--- config.mk ---
export PLATFORM = sky130hd
export DESIGN_NAME = pulse_swallow_divider
export DESIGN_NICKNAME = d
export VERILOG_FILES = /design/src/rtl/psd_pkg.sv /design/src/rtl/psd_half_stage.sv /design/src/rtl/psd_prescaler.sv /design/src/rtl/psd_ms_control.sv /design/src/rtl/pulse_swallow_divider.sv
export SDC_FILE = /design/constraint.sdc
export NUM_CORES = 1
export LEC_CHECK = 0
export ABC_AREA = 1
export ABC_CLOCK_PERIOD_IN_PS = 4900
export CAP_MARGIN = 20
export CORE_MARGIN = 1.5
export CORE_UTILIZATION = 57
export CTS_CLUSTER_SIZE = 40
export DETAILED_ROUTE_END_ITERATION = 16
export DONT_BUFFER_PORTS = 1
export GPL_TIMING_DRIVEN = 0
export PLACE_DENSITY_LB_ADDON = 0.2
export RECOVER_POWER = 100
export SYNTH_ARGS = -nofsm -noshare
export SYNTH_HDL_FRONTEND = slang
export SYNTH_HIERARCHICAL = 1
export SYNTH_SLANG_ARGS = --single-unit
--- constraint.sdc ---
create_clock -name clk -period 4.9 [get_ports clk]
set_input_delay 0.49 -clock clk [delete_from_list [all_inputs] [get_ports clk]]
set_output_delay 0.49 -clock clk [all_outputs]
set_load 0.02 [all_outputs]
--- src/rtl/psd_pkg.sv ---
// Shared types and helpers for the pulse-swallow divider.
// Assumes ratio values fit in 32 bits.
package psd_pkg;

    typedef enum logic {
        ST_IDLE = 1'b0,
        ST_RUN  = 1'b1
    } run_state_e;

    // A ratio can be counted only with a nonzero main value above the swallow value.
    function automatic logic ratio_ok(input int unsigned main_val,
                                      input int unsigned swal_val);
        return (main_val != 0) && (swal_val < main_val);
    endfunction

endpackage

--- src/rtl/psd_half_stage.sv ---
// Fixed divide-by-two stage in front of the prescaler, modelled as a toggle.
// It gives a tick on every second clock while enabled. Assumes enable
// stays low while the divider is idle, so each run starts from phase zero.
module psd_half_stage (
    input  logic clk,
    input  logic rst_n,
    input  logic enable,
    output logic half_tick
);

    logic phase_q;

    // Toggle the phase while enabled, and park it at zero otherwise.
    always_ff @(posedge clk) begin
        if (!rst_n || !enable) begin
            phase_q <= 1'b0;
        end else begin
            phase_q <= ~phase_q;
        end
    end

    assign half_tick = enable & phase_q;


    half_alternate_chk: assert property (@(posedge clk) disable iff (!rst_n)
        (enable && $past(enable)) |-> (half_tick != $past(half_tick)));

endmodule

--- src/rtl/psd_prescaler.sv ---
// Dual-modulus prescaler model. It counts half-rate ticks and ends a
// period after BASE ticks, or BASE+1 when mod_high is set, with
// BASE = 2**SWAL_W. Assumes mod_high changes only where a period ends.
module psd_prescaler #(
    parameter int SWAL_W = 5
) (
    input  logic clk,
    input  logic rst_n,
    input  logic enable,
    input  logic half_tick,
    input  logic mod_high,
    output logic pre_tick
);

    localparam int BASE = 1 << SWAL_W;
    localparam int PW   = SWAL_W + 1;

    logic [PW-1:0] cnt_q;
    logic [PW-1:0] last_val;

    // Choose the final count value from the modulus currently selected.
    always_comb begin
        last_val = mod_high ? PW'(BASE) : PW'(BASE - 1);
    end

    assign pre_tick = half_tick && (cnt_q == last_val);

    // Advance on each half-rate tick, and wrap when a period ends.
    always_ff @(posedge clk) begin
        if (!rst_n || !enable) begin
            cnt_q <= '0;
        end else if (half_tick) begin
            cnt_q <= pre_tick ? '0 : cnt_q + 1'b1;
        end
    end


    mod_switch_chk: assert property (@(posedge clk) disable iff (!rst_n)
        (enable && $past(enable) && (mod_high != $past(mod_high))) |-> $past(pre_tick));


    count_range_chk: assert property (@(posedge clk) disable iff (!rst_n)
        (!mod_high && enable) |-> (cnt_q < PW'(BASE)));

endmodule

--- src/rtl/psd_ms_control.sv ---
// Main and swallow counters with the ratio hold register and error check.
// The ratio is sampled while idle or at the edge that ends a cycle.
// Assumes pre_tick marks the end of one prescaler period.
module psd_ms_control
    import psd_pkg::*;
#(
    parameter int MAIN_W = 10,
    parameter int SWAL_W = 5
) (
    input  logic              clk,
    input  logic              rst_n,
    input  logic [MAIN_W-1:0] m_in,
    input  logic [SWAL_W-1:0] s_in,
    input  logic              pre_tick,
    output logic              run,
    output logic              mod_high,
    output logic              div_pulse,
    output logic              cfg_err
);

    run_state_e        state_q;
    logic [MAIN_W-1:0] mc_q;
    logic [SWAL_W-1:0] sc_q;
    logic [MAIN_W-1:0] m_q;
    logic [SWAL_W-1:0] s_q;
    logic              err_q;
    logic              pulse_q;
    logic              in_ok;
    logic              last_tick;

    // Check whether the ratio at the inputs can be counted.
    always_comb begin
        in_ok = ratio_ok(32'(m_in), 32'(s_in));
    end

    // The end of a division cycle is the prescaler period that meets a main count of one.
    always_comb begin
        last_tick = (state_q == ST_RUN) && pre_tick && (mc_q == MAIN_W'(1));
    end

    // Sample or hold the ratio, and step both counters on each prescaler period.
    always_ff @(posedge clk) begin
        if (!rst_n) begin
            state_q <= ST_IDLE;
            mc_q    <= '0;
            sc_q    <= '0;
            m_q     <= '0;
            s_q     <= '0;
            err_q   <= 1'b1;
            pulse_q <= 1'b0;
        end else begin
            pulse_q <= last_tick;
            if ((state_q == ST_IDLE) || last_tick) begin
                m_q   <= m_in;
                s_q   <= s_in;
                err_q <= !in_ok;
                if (in_ok) begin
                    state_q <= ST_RUN;
                    mc_q    <= m_in;
                    sc_q    <= s_in;
                end else begin
                    state_q <= ST_IDLE;
                    mc_q    <= '0;
                    sc_q    <= '0;
                end
            end else if (pre_tick) begin
                mc_q <= mc_q - 1'b1;
                if (sc_q != '0) begin
                    sc_q <= sc_q - 1'b1;
                end
            end
        end
    end

    assign run       = (state_q == ST_RUN);
    assign mod_high  = run && (sc_q != '0);
    assign div_pulse = pulse_q;
    assign cfg_err   = err_q;


    swallow_below_main_chk: assert property (@(posedge clk) disable iff (!rst_n)
        run |-> (32'(sc_q) < 32'(mc_q)));


    ratio_hold_chk: assert property (@(posedge clk) disable iff (!rst_n)
        (run && $past(run) && !$past(last_tick)) |-> ($stable(m_q) && $stable(s_q)));


    idle_quiet_chk: assert property (@(posedge clk) disable iff (!rst_n)
        cfg_err |-> !mod_high);


    err_no_pulse_chk: assert property (@(posedge clk) disable iff (!rst_n)
        (cfg_err && $past(cfg_err)) |-> !div_pulse);


    pulse_single_chk: assert property (@(posedge clk) disable iff (!rst_n)
        div_pulse |=> !div_pulse);

endmodule

--- src/rtl/pulse_swallow_divider.sv ---
// Top of the pulse-swallow feedback divider. One div_pulse marks every
// 2*(2**SWAL_W * M + S) clocks. Assumes the ratio inputs come from a
// register in the same clock domain.
module pulse_swallow_divider #(
    parameter int MAIN_W = 10,
    parameter int SWAL_W = 5
) (
    input  logic              clk,
    input  logic              rst_n,
    input  logic [MAIN_W-1:0] main_ratio,
    input  logic [SWAL_W-1:0] swallow_ratio,
    output logic              div_pulse,
    output logic              mod_high,
    output logic              cfg_err
);

    logic run;
    logic half_tick;
    logic pre_tick;

    psd_half_stage u_half (
        .clk       (clk),
        .rst_n     (rst_n),
        .enable    (run),
        .half_tick (half_tick)
    );

    psd_prescaler #(.SWAL_W(SWAL_W)) u_pre (
        .clk       (clk),
        .rst_n     (rst_n),
        .enable    (run),
        .half_tick (half_tick),
        .mod_high  (mod_high),
        .pre_tick  (pre_tick)
    );

    psd_ms_control #(.MAIN_W(MAIN_W), .SWAL_W(SWAL_W)) u_ctl (
        .clk       (clk),
        .rst_n     (rst_n),
        .m_in      (main_ratio),
        .s_in      (swallow_ratio),
        .pre_tick  (pre_tick),
        .run       (run),
        .mod_high  (mod_high),
        .div_pulse (div_pulse),
        .cfg_err   (cfg_err)
    );

endmodule

---- Yosys cells after proc, flatten, opt, wreduce, memory -nomap -nowiden ----
Cells that the tools add are included.
word-level totals
  ROM bits ................................ 0
  word-level logic and storage cells ...... 41
  memory bits (writable) .................. 0
  memories ................................ 0
  bits in latches ......................... 0
  output and inout bits ................... 3
  flip-flop bits (word level) ............. 25
  input bits .............................. 17
operators by class
  bitwise gates (word level) .............. 3
  equal/unequal tests ..................... 2
  $lt $le $gt $ge ......................... 1
  divide/modulo/power cells ............... 0
  add/sub/neg operators ................... 3
  reductions and logical operators ........ 15
  shifts and indexed selects .............. 0
  multiplexer cells ....................... 10
  multiply operators ...................... 0
operators by type and width
  operator                                                                 number
  10-bit two-way mux                                                       3
  5-bit two-way mux                                                        4
  6-bit two-way mux                                                        2
  10-bit by 1-bit equality test with 1-bit output (second input constant)  1
  5-bit by 10-bit < comparator with 1-bit output                           1
  10-bit nonzero test                                                      1
  10-bit by 1-bit subtractor with 10-bit output (second input constant)    1
  6-bit by 1-bit adder with 6-bit output (second input constant)           1
  6-bit equality test                                                      1
  1-bit logical AND                                                        5
  5-bit nonzero test                                                       1
  5-bit by 1-bit subtractor with 5-bit output (second input constant)      1
  2-bit nonzero test                                                       2
  1-bit zero test                                                          3
  1-bit logical OR                                                         2
  1-bit inverter                                                           2
  2-bit AND reduction                                                      1
  1-bit bitwise AND                                                        1
  1-bit two-way mux                                                        1

---- Longest topological paths before layout ----
Gate-level depths: netlist of run 1.
  word-level depth ........................ 10
  depth in mapped cells ................... 18
  mapped depth without buffers ............ 18

---- Modules after synthesis ----
Netlist of run 1, hierarchy kept.
modules (own cells, without submodules)
  module          cells an instance  sequential area each (um^2)  area an instance (um^2)  instances
  psd_ms_control  204                360.3                        1296.2                   1
  psd_prescaler   55                 120.1                        374.1                    1
  psd_half_stage  5                  20.0                         37.5                     1

---- Least setup slack after synthesis of run 1 ----
No wires, ideal clock.
  kind .................................... register to register
  start ................................... register u_ctl.state_q (netlist: u_ctl/run)
  end ..................................... register u_ctl.sc_q[0]
  buffers on the path ..................... 2
  period minus slack after synthesis ...... 2.304 ns
  slack ................................... 2.596 ns
  data required time ...................... 4.781 ns
  setup time .............................. 0.119 ns
  arrival ................................. 2.185 ns
  cell stages (with the launch flop) ...... 17
  path through ............................ dfxtp_1 > clkbuf_1 > and2_1 > inv_1 > nor2_1 > nand2_1 > nand2_1 > nand2_2 > inv_1 > nand3_1 > nor2_1 > nand2_2 > nand2_4 > inv_4 > buf_6 > o21ai_0 > a21oi_1
between the ends
  cells in the longest elaborated chain, start to end .. 9
  elaborated cells between the ends (all ways) .. 13
  those cells by class .................... eq/ne: 1; mux: 2; bitwise: 2; reduce/logical: 8
ends and longest elaborated chain
  item                             line                         RTL
  from (decl)                      psd_ms_control.sv:21         run_state_e state_q;
  from (signal assigned)           psd_ms_control.sv:44         state_q <= ST_IDLE;
  from (signal assigned)           psd_ms_control.sv:58         state_q <= ST_RUN;
  from (signal assigned)           psd_ms_control.sv:62         state_q <= ST_IDLE;
  1-bit logical AND (*)            psd_ms_control.sv:76         assign mod_high = run && (sc_q != '0);
  net mod_high                     pulse_swallow_divider.sv:13  output logic mod_high,
  6-bit two-way mux (*)            psd_prescaler.sv:23          last_val = mod_high ? PW'(BASE) : PW'(BASE - 1);
  6-bit equality test (*)          psd_prescaler.sv:26          assign pre_tick = half_tick && (cnt_q == last_val);
  1-bit logical AND (*)            psd_prescaler.sv:26
  net pre_tick                     pulse_swallow_divider.sv:19  logic pre_tick;
  1-bit logical AND (2 in series)  psd_ms_control.sv:38         last_tick = (state_q == ST_RUN) && pre_tick && (mc_q == MAIN_W'(1));
  1-bit logical OR                 psd_ms_control.sv:53         if ((state_q == ST_IDLE) || last_tick) begin
  2-bit nonzero test (no line)     -
  2-bit AND reduction (no line)    -
  to (signal assigned)             psd_ms_control.sv:60         sc_q <= s_in;
  to (signal assigned)             psd_ms_control.sv:69         sc_q <= sc_q - 1'b1;
  to (decl)                        psd_ms_control.sv:23         logic [SWAL_W-1:0] sc_q;
The timed path passes the listed nets; every way through them passes the cells marked *.
A chain may end at the register's enable or synchronous reset.

---- Final worst setup path of run 1 ----
  start ................................... register u_ctl.state_q (netlist: u_ctl/run)
  end ..................................... register u_ctl.sc_q[4]
The elaborated chain is that of the path after synthesis.

==> results of run 1 <==
## worst max-delay path, stage by stage (launching register included)
cell and delay (ns):
sky130_fd_sc_hd__dfxtp_1 0.42, sky130_fd_sc_hd__clkbuf_1 0.40, sky130_fd_sc_hd__and2_0 0.42, sky130_fd_sc_hd__inv_1 0.07, sky130_fd_sc_hd__nor2_1 0.12, sky130_fd_sc_hd__nand2_1 0.06
sky130_fd_sc_hd__nand2_1 0.07, sky130_fd_sc_hd__nand2_2 0.05, sky130_fd_sc_hd__inv_1 0.17, sky130_fd_sc_hd__nand3_1 0.10, sky130_fd_sc_hd__nor2_1 0.12, sky130_fd_sc_hd__nand2_1 0.10
sky130_fd_sc_hd__nand2_1 0.28, sky130_fd_sc_hd__clkinvlp_2 0.42, sky130_fd_sc_hd__clkbuf_1 0.31, sky130_fd_sc_hd__o21ai_0 0.15, sky130_fd_sc_hd__a21oi_1 0.09
## cells in the final DEF (no fill, tap or decap), types with 3 or more instances in the layout
cell type,synthesis,final
sky130_fd_sc_hd__a21oi_1,14,14
sky130_fd_sc_hd__clkbuf_1,3,5
sky130_fd_sc_hd__nor2_1,32,33
sky130_fd_sc_hd__inv_1,36,36
sky130_fd_sc_hd__o21ai_0,10,15
sky130_fd_sc_hd__nand3_1,34,34
sky130_fd_sc_hd__clkbuf_4,0,3
sky130_fd_sc_hd__nor2_2,7,7
sky130_fd_sc_hd__nand2_1,58,61
sky130_fd_sc_hd__dfxtp_1,25,25
sky130_fd_sc_hd__nand4_1,3,3
sky130_fd_sc_hd__xor2_1,9,9
sky130_fd_sc_hd__ha_1,9,9
## power groups by stage
stage          clock, mW  sequential, mW  combinational (mW)
2_1_floorplan          0           0.224              0.0712
3_3_place_gp           0           0.226              0.0833
3_5_place_dp           0           0.226              0.0845
4_1_cts           0.0961           0.221              0.0850
5_1_grt            0.103           0.222              0.0957
6_report          0.0910           0.221              0.0823
## routing by layer
metal,part of all wire,track usage,vias up
met2,0.45,0.3555,30
met5,0,0,-
met1,0.50,0.3060,646
met3,0.048,0.04911,2
li1,-,-,836
met4,0.0058,0.03322,0
## cells by family (layout without fill, tap and decap cells)
| group | after synthesis | in the layout | synth area share |
|---|---|---|---|
| AOI/OAI and AO/OA | 30 | 30 | 0.08938 |
| buffers and inverters | 46 | 50 | 0.1180 |
| DFF | 25 | 25 | 0.2930 |
| adders and majority gates | 9 | 9 | 0.06594 |
| xor gates and xnor gates | 11 | 11 | 0.05641 |
| and+or+nand+nor | 143 | 143 | 0.3773 |
## cell type report
cell class                 count  area share
clock buffer                   4     0.01511
tap                           31     0.02230
inverter                      39     0.08489
sequential                    25      0.2878
buffer                         7     0.02590
multi-input combinational    193      0.5640
## metrics by stage
| step | hold slack (ns) | cell area, um2 |
|---|---|---|
| global route | 0.2703 | 1739 |
| global placement | 0.4168 | 1747 |
| finish | 0.2867 | 1739 |
| CTS | 0.2775 | 1773 |
| detailed placement | 0.4144 | 1747 |
| floorplan | 0.4033 | 1708 |
## flip-flops by register name, summed over array words and instances (netlist names)
| name | cells |
|---|---|
| u_ctl/cfg_err | 1 |
| u_ctl/div_pulse | 1 |
| u_ctl/sc_q | 5 |
| u_half/phase_q | 1 |
| u_ctl/run | 1 |
| u_ctl/mc_q | 10 |
| u_pre/cnt_q | 6 |
## how the worst min path moves through the flow
stage / cells after the start / slack, ns / end / start
after floorplan: 1 / 0.40 / u_half/phase_q / u_half/phase_q
after global placement: 1 / 0.42 / u_half/phase_q / u_half/phase_q
after detailed placement: 1 / 0.41 / u_half/phase_q / u_half/phase_q
after CTS: 2 / 0.28 / u_half/phase_q / rst_n
after global routing: 2 / 0.27 / u_half/phase_q / rst_n
final: 2 / 0.29 / u_half/phase_q / rst_n
==> flow_metrics.env, run 1 <==
export IMPL_worst_pin_slew_ns=0.4653
export IMPL_drt_total_wl_mm=3.292
export IMPL_post_route_cells_drive_above_1_share=0.07090
export IMPL_finalHoldViolCount=0
export IMPL_cap_viol_max_count=0
export IMPL_worst_skew_pair_late_latency_ns=0.32
export IMPL_ys_ff_latch=25
export IMPL_status="finished clean"
export IMPL_setup_viol=0
export IMPL_endpoint="u_ctl/sc_q[4]"
export IMPL_slew_headroom=0.6898
export IMPL_post_synth_cell_area_avg_um2=6.469
export IMPL_setup_tns_final_ns=0
export IMPL_synthesis_yosys_warnings=6
export IMPL_synth_commonest_cells="sky130_fd_sc_hd__nand2_1 (58), sky130_fd_sc_hd__inv_1 (36), sky130_fd_sc_hd__nand3_1 (34), sky130_fd_sc_hd__nor2_1 (32), sky130_fd_sc_hd__dfxtp_1 (25)"
export IMPL_grt_pass1_vias=1392
export IMPL_die_area_um2=3334
export IMPL_cts_path_max_buffers=2
export IMPL_fin_skew_ns=0.001654
export IMPL_reg2reg_slack_ns=1.42
export IMPL_nets=295
export IMPL_crit_type="reg -> reg"
export IMPL_core_area_um2=2805
export IMPL_ys_dominant_reg_cell="sky130_fd_sc_hd__dfxtp_1"
export IMPL_post_synthesis_instance_area_um2=1708
export IMPL_yosys_top_cells_area="sky130_fd_sc_hd__dfxtp_1 (29%), sky130_fd_sc_hd__nand2_1 (13%), sky130_fd_sc_hd__nand3_1 (10%)"
export IMPL_r2r_end="u_ctl/sc_q[4]"
export IMPL_cts_tree="built"
export IMPL_final_wtd_congestion=0.8528
export IMPL_ir_worst_vdd_v=0.0001747
export IMPL_power_total_mw=0.3943
export IMPL_n_antenna_cell=0
export IMPL_combinationalPowerShare=0.209
export IMPL_fillCellCount=289
export IMPL_postCtsSetupRepairBufs=0
export IMPL_share_clk_of_total_power=0.231
export IMPL_crit_path_start="u_ctl/run"
export IMPL_async_reset_ff_frac=0
export IMPL_numPortBuffers=0
export IMPL_crit_required_ns=5.12
export IMPL_grt_max_degree=14
export IMPL_ctsHtreeMaxLevel=1
export IMPL_number_of_flops_mapped_to_enable_cells_by_yosys=0
export IMPL_boundaryPins=20
export IMPL_internal_power_mw=0.2766
export IMPL_holdBufCountCts=0
export IMPL_register_area_um2=500.5
export IMPL_post_synth_top_count_cell="sky130_fd_sc_hd__nand2_1"
export IMPL_arrival_ns=3.70
export IMPL_multi_input_comb_area_um2=980.9
export IMPL_grt_antenna_before_repair=0
export IMPL_area_delta_synth_final_pct=1.832
export IMPL_number_of_cell_rows=19
export IMPL_synth_nets=290
export IMPL_wl_per_cell_um=11.01
export IMPL_floorplan_die_height_um=57.74
export IMPL_final_max_slew_violation_count=0
export IMPL_chipWidth_um=57.74
export IMPL_route_detailed_vias_per_inst=5.064
export IMPL_fin_crit_sh=0.7094
export IMPL_global_route_usage_total=0.2194
export IMPL_drt_antenna_violating_nets=0
export IMPL_total_leakage_power_nw=0.8292
export IMPL_start_util=0.6088
export IMPL_max_freq_mhz=287.7
export IMPL_r2r_cells=16
export IMPL_worstReg2RegStart="u_ctl/run"
export IMPL_synth_largest_type_area_fraction=0.2930
export IMPL_syn_inst=264
export IMPL_synth_largest_area_cell="sky130_fd_sc_hd__dfxtp_1"
export IMPL_setup_slack_after_placement_ns=2.152
export IMPL_layout_setup_ws_ns=1.424
export IMPL_setup_worst_path_end_class="flop"
export IMPL_synth_cell_type_count=25
export IMPL_first_pass_grt_wire_length_mm=5.858
export IMPL_power_density_cell_area_nw_per_um2=226.7
export IMPL_gr_total_overflow=0
export IMPL_clkSlewWorstSetupHoldPaths_ns=0.13
export IMPL_start_kind="flop"
export IMPL_power_net_switching_mw=0.1177
export IMPL_dp_hpwl_mm=2.620
export IMPL_seq_power_share=0.560
export IMPL_cts_root_buffer_cell="sky130_fd_sc_hd__clkbuf_4"
export IMPL_first_iter_violations=63
export IMPL_num_vias=1514
export IMPL_final_min_clock_period_ns=3.476
export IMPL_rsz_0062_raised_after_global_routing="false"
export IMPL_finalNonFillerCells=299
export IMPL_worstHoldPathType="in -> reg"
export IMPL_finish_utilization=0.6200
export IMPL_place_detailed_instances=295
export IMPL_detail_route_drc_violations=0
export IMPL_power_share_switching=0.2984
export IMPL_synth_seq_area_share=0.2930
export IMPL_length_of_the_first_detailed_routing_pass_in_iterations=4
export IMPL_clkSinkCount=25
export IMPL_tritoncts_num_buffers=3
export IMPL_ctsResizeCount=0
export IMPL_timing_critical_path_fanout_max=10
No activity file was read; power rests on OpenSTA's default activity.
==> run 2: changes to the inputs <==
Settings changed: ABC_AREA 1 to 0, ABC_CLOCK_PERIOD_IN_PS 4900 to 3300.
Clock period 4.9 ns to 3.3 ns, I/O delays scaled along.
==> run 2 against run 1 <==
Against the previous run:
- worst hold slack got worse by 0.16 ns
- final area rose by 1.4%
- non-clock buffer count rose by 6
- via count fell by 5.1%
- register-to-register slack got worse by 1.2 ns
- first-iteration DRC count fell by 9.5%
- clock skew rose by 0.0085 ns
- clock power rose by 59%
- combinational power rose by 63%
- critical path depth fell by 3
==> flow_metrics.env, run 2 <==
export IMPL_post_synth_top_count_cell="sky130_fd_sc_hd__dfxtp_1"
export IMPL_synth_commonest_cells="sky130_fd_sc_hd__dfxtp_1 (25), sky130_fd_sc_hd__nand2_1 (15), sky130_fd_sc_hd__a21oi_1 (12), sky130_fd_sc_hd__nor2_1 (11), sky130_fd_sc_hd__inv_1 (10)"
export IMPL_largestRegisters="u_ctl/mc_q: 10 flops, u_pre/cnt_q: 6 flops, u_ctl/sc_q: 5 flops"
export IMPL_post_synthesis_instance_area_um2=1608
export IMPL_registers_top_by_ff_count="u_ctl/mc_q"
export IMPL_slew_headroom=0.5299
export IMPL_final_common_cell="sky130_fd_sc_hd__dfxtp_1"
export IMPL_commonest_non_fill_non_tap_cells_in_the_layout="sky130_fd_sc_hd__dfxtp_1 (25), sky130_fd_sc_hd__nand2_1 (15), sky130_fd_sc_hd__a21oi_1 (12)"
export IMPL_start_kind="flop"
export IMPL_ys_ff_latch=25
export IMPL_hold_slack_ns=0.1290
export IMPL_length_of_the_first_detailed_routing_pass_in_iterations=4
export IMPL_floorplan_die_height_um=56.11
export IMPL_worstHoldPathType="in -> reg"
export IMPL_clkSlewWorstSetupHoldPaths_ns=0.15
export IMPL_max_freq_mhz=321.9
export IMPL_multiplexer_fraction_of_the_synthesized_cell_area=0.006226
export IMPL_first_pass_grt_wire_length_mm=6.417
export IMPL_die_area_um2=3148
export IMPL_num_vias=1437
export IMPL_nets=218
export IMPL_core_area_um2=2710
export IMPL_grt_antenna_before_repair=0
export IMPL_n_antenna_cell=0
export IMPL_setup_tns_final_ns=0
export IMPL_synth_top_family_by_area="simple AND/OR/NAND/NOR gates"
export IMPL_timing_hold_worst_start="main_ratio[5]"
export IMPL_cell_type_of_the_slowest_stage_on_the_worst_timing_path="sky130_fd_sc_hd__dfxtp_1"
export IMPL_setup_worst_path_end_class="flop"
export IMPL_synth_largest_area_cell="sky130_fd_sc_hd__dfxtp_1"
export IMPL_setup_viol=0
export IMPL_synth_cell_type_count=52
export IMPL_first_iter_violations=57
export IMPL_synthesis_yosys_warnings=6
export IMPL_finalHoldViolCount=0
export IMPL_dp_hpwl_mm=2.689
export IMPL_crit_required_ns=3.58
export IMPL_synth_xor_xnor_area_share=0.07626
export IMPL_ir_worst_vdd_v=0.0002514
export IMPL_numPortBuffers=0
export IMPL_chipWidth_um=56.11
export IMPL_final_max_slew_violation_count=0
export IMPL_number_of_flops_mapped_to_enable_cells_by_yosys=0
export IMPL_holdBufCountCts=0
export IMPL_total_leakage_power_nw=0.6945
export IMPL_drt_antenna_violating_nets=0
export IMPL_arrival_ns=3.38
export IMPL_final_wtd_congestion=0.8865
export IMPL_cap_viol_max_count=0
export IMPL_cts_path_max_buffers=2
export IMPL_largest_reg_flops=10
export IMPL_hold_depth=2
export IMPL_worstReg2RegStart="u_ctl/sc_q[0]"
export IMPL_synth_compound_area_frac=0.2412
export IMPL_worst_skew_pair_late_latency_ns=0.33
export IMPL_detail_route_drc_violations=0
export IMPL_synth_largest_type_area_fraction=0.3113
export IMPL_drt_total_wl_mm=3.768
export IMPL_final_min_clock_period_ns=3.106
export IMPL_wl_per_cell_um=16.97
export IMPL_area_share_of_and_or_nand_nor_cells_after_synthesis=0.2420
export IMPL_number_of_cell_rows=19
export IMPL_cts_root_buffer_cell="sky130_fd_sc_hd__clkbuf_4"
export IMPL_post_synth_cell_area_avg_um2=8.786
export IMPL_post_synth_fa_ha_maj_area_fraction=0.07004
export IMPL_status="finished clean"
export IMPL_yosys_top_cells_area="sky130_fd_sc_hd__dfxtp_1 (31%), sky130_fd_sc_hd__ha_1 (7.0%), sky130_fd_sc_hd__xor2_1 (4.4%)"
export IMPL_syn_inst=183
export IMPL_r2r_end="u_ctl/mc_q[2]"
export IMPL_hold_path_endpoint="u_ctl/mc_q[5]"
export IMPL_gr_total_overflow=0
export IMPL_ys_dominant_reg_cell="sky130_fd_sc_hd__dfxtp_1"
export IMPL_ctsHtreeMaxLevel=1
export IMPL_path_cells="inv_1 > ha_1 > nor4b_2 > nor2b_2 > nor4b_4 > nand3_1 > a21boi_4 > nand4bb_4 > nor4_4 > nor2b_1 > buf_2 > a211oi_1 > o221a_1"
export IMPL_synth_seq_area_share=0.3113
export IMPL_critical_path_max_stage_delay_ns=0.41
export IMPL_tritoncts_num_buffers=3
export IMPL_post_route_cells_drive_above_1_share=0.1309
export IMPL_power_density_cell_area_nw_per_um2=350.8
export IMPL_crit_type="reg -> reg"
export IMPL_area_delta_synth_final_pct=9.650
export IMPL_route_detailed_vias_per_inst=6.473
export IMPL_grt_max_degree=16
export IMPL_fin_crit_sh=0.9413
export IMPL_worst_pin_slew_ns=0.7025
export IMPL_power_total_mw=0.6185
export IMPL_async_reset_ff_frac=0
export IMPL_reg2reg_slack_ns=0.19
export IMPL_timing_critical_path_fanout_max=10
export IMPL_clkSinkCount=25
export IMPL_cts_tree="built"
export IMPL_synth_nets=209
export IMPL_grt_pass1_vias=1449
export IMPL_fin_skew_ns=0.01013
export IMPL_r2r_cells=13
export IMPL_boundaryPins=20
export IMPL_global_route_usage_total=0.2513
export IMPL_start_util=0.5933
[run 2: changes by cell type after synthesis, moves of 4 or more]
| cell | change |
|---|---|
| sky130_fd_sc_hd__xnor2_1 | +4 |
| sky130_fd_sc_hd__o21ai_0 | -5 |
| sky130_fd_sc_hd__inv_1 | -26 |
| sky130_fd_sc_hd__nor2_2 | -7 |
| sky130_fd_sc_hd__nor3_1 | +6 |
| sky130_fd_sc_hd__nor2b_1 | +5 |
| sky130_fd_sc_hd__nand3_1 | -30 |
| sky130_fd_sc_hd__o221a_1 | +5 |
| sky130_fd_sc_hd__nand2_1 | -43 |
| sky130_fd_sc_hd__nor2_1 | -21 |
[run 2: layout make-up]
type | count | area [um2]
plain buffers | 8 | 45.04
clock buffers | 3 | 22.52
clock inverters | 1 | 7.507
fillers | 228 | 947.2
inverters | 10 | 37.54
multi-input cells | 139 | 1065
flip-flops and latches | 25 | 500.5
well taps | 31 | 38.79
repair buffers | 5 | 46.29
[run 2: power by group]
part | total, mW | internal, mW | switching, mW | leakage (nW)
sequential | 0.339 | 0.317 | 0.0218 | 0.206
combinational | 0.134 | 0.0617 | 0.0724 | 0.475
clock | 0.145 | 0.0464 | 0.0989 | 0.0139
total | 0.618 | 0.425 | 0.193 | 0.694
[run 2: cells by family after synthesis]
logic type      count (synthesis)
flops                          25
simple gates                   68
fa+ha+maj                       9
mux                             1
buf+inv                        19
compound gates                 47
xor+xnor                       14
[run 2: timing repair]
action,CTS,global route
pin swaps,0,1
resized for setup,4,3
buffers inserted,0,5
endpoints found under the setup margin,16,15
[run 2: worst max-delay path: cells and delay by family (launching register included)]
| family | cells | cell delay, ns |
|---|---|---|
| flip-flops | 1 | 0.41 |
| buffers and inverters | 2 | 0.28 |
| AO/OA/AOI/OAI | 3 | 0.70 |
| AND/OR/NAND/NOR | 7 | 1.48 |
| adder cells (fa/ha/maj) | 1 | 0.19 |
[run 2: worst max path at each step]
stage             startpoint       endpoint  depth (start not counted)
3_3_place_gp       u_ctl/run  u_ctl/mc_q[2]                         11
6_report       u_ctl/sc_q[0]  u_ctl/mc_q[2]                         13
4_1_cts        u_ctl/sc_q[0]  u_ctl/mc_q[2]                         13
5_1_grt        u_ctl/sc_q[0]  u_ctl/mc_q[2]                         13
3_5_place_dp       u_ctl/run  u_ctl/mc_q[2]                         11
2_1_floorplan  u_ctl/sc_q[0]  u_ctl/mc_q[2]                         13
[run 2: metal layers]
metal	up-vias	track usage	share of wire
met1	690	0.3149	0.45
met3	8	0.05581	0.055
met2	43	0.4286	0.48
met5	-	0	0
li1	696	-	-
met4	0	0.07823	0.013
[run 2: metrics by stage]
stage | std cells | utilization | cell area, um2 | setup slack [ns]
after floorplan | 183 | - | 1608 | 0.2815
after global placement | 214 | 0.6076 | 1647 | -0.1219
after detailed placement | 214 | 0.6076 | 1647 | -0.2189
after CTS | 218 | 0.6251 | 1694 | 0.04588
after global routing | 222 | 0.6505 | 1763 | -0.02974
final | 222 | 0.6505 | 1763 | 0.1936
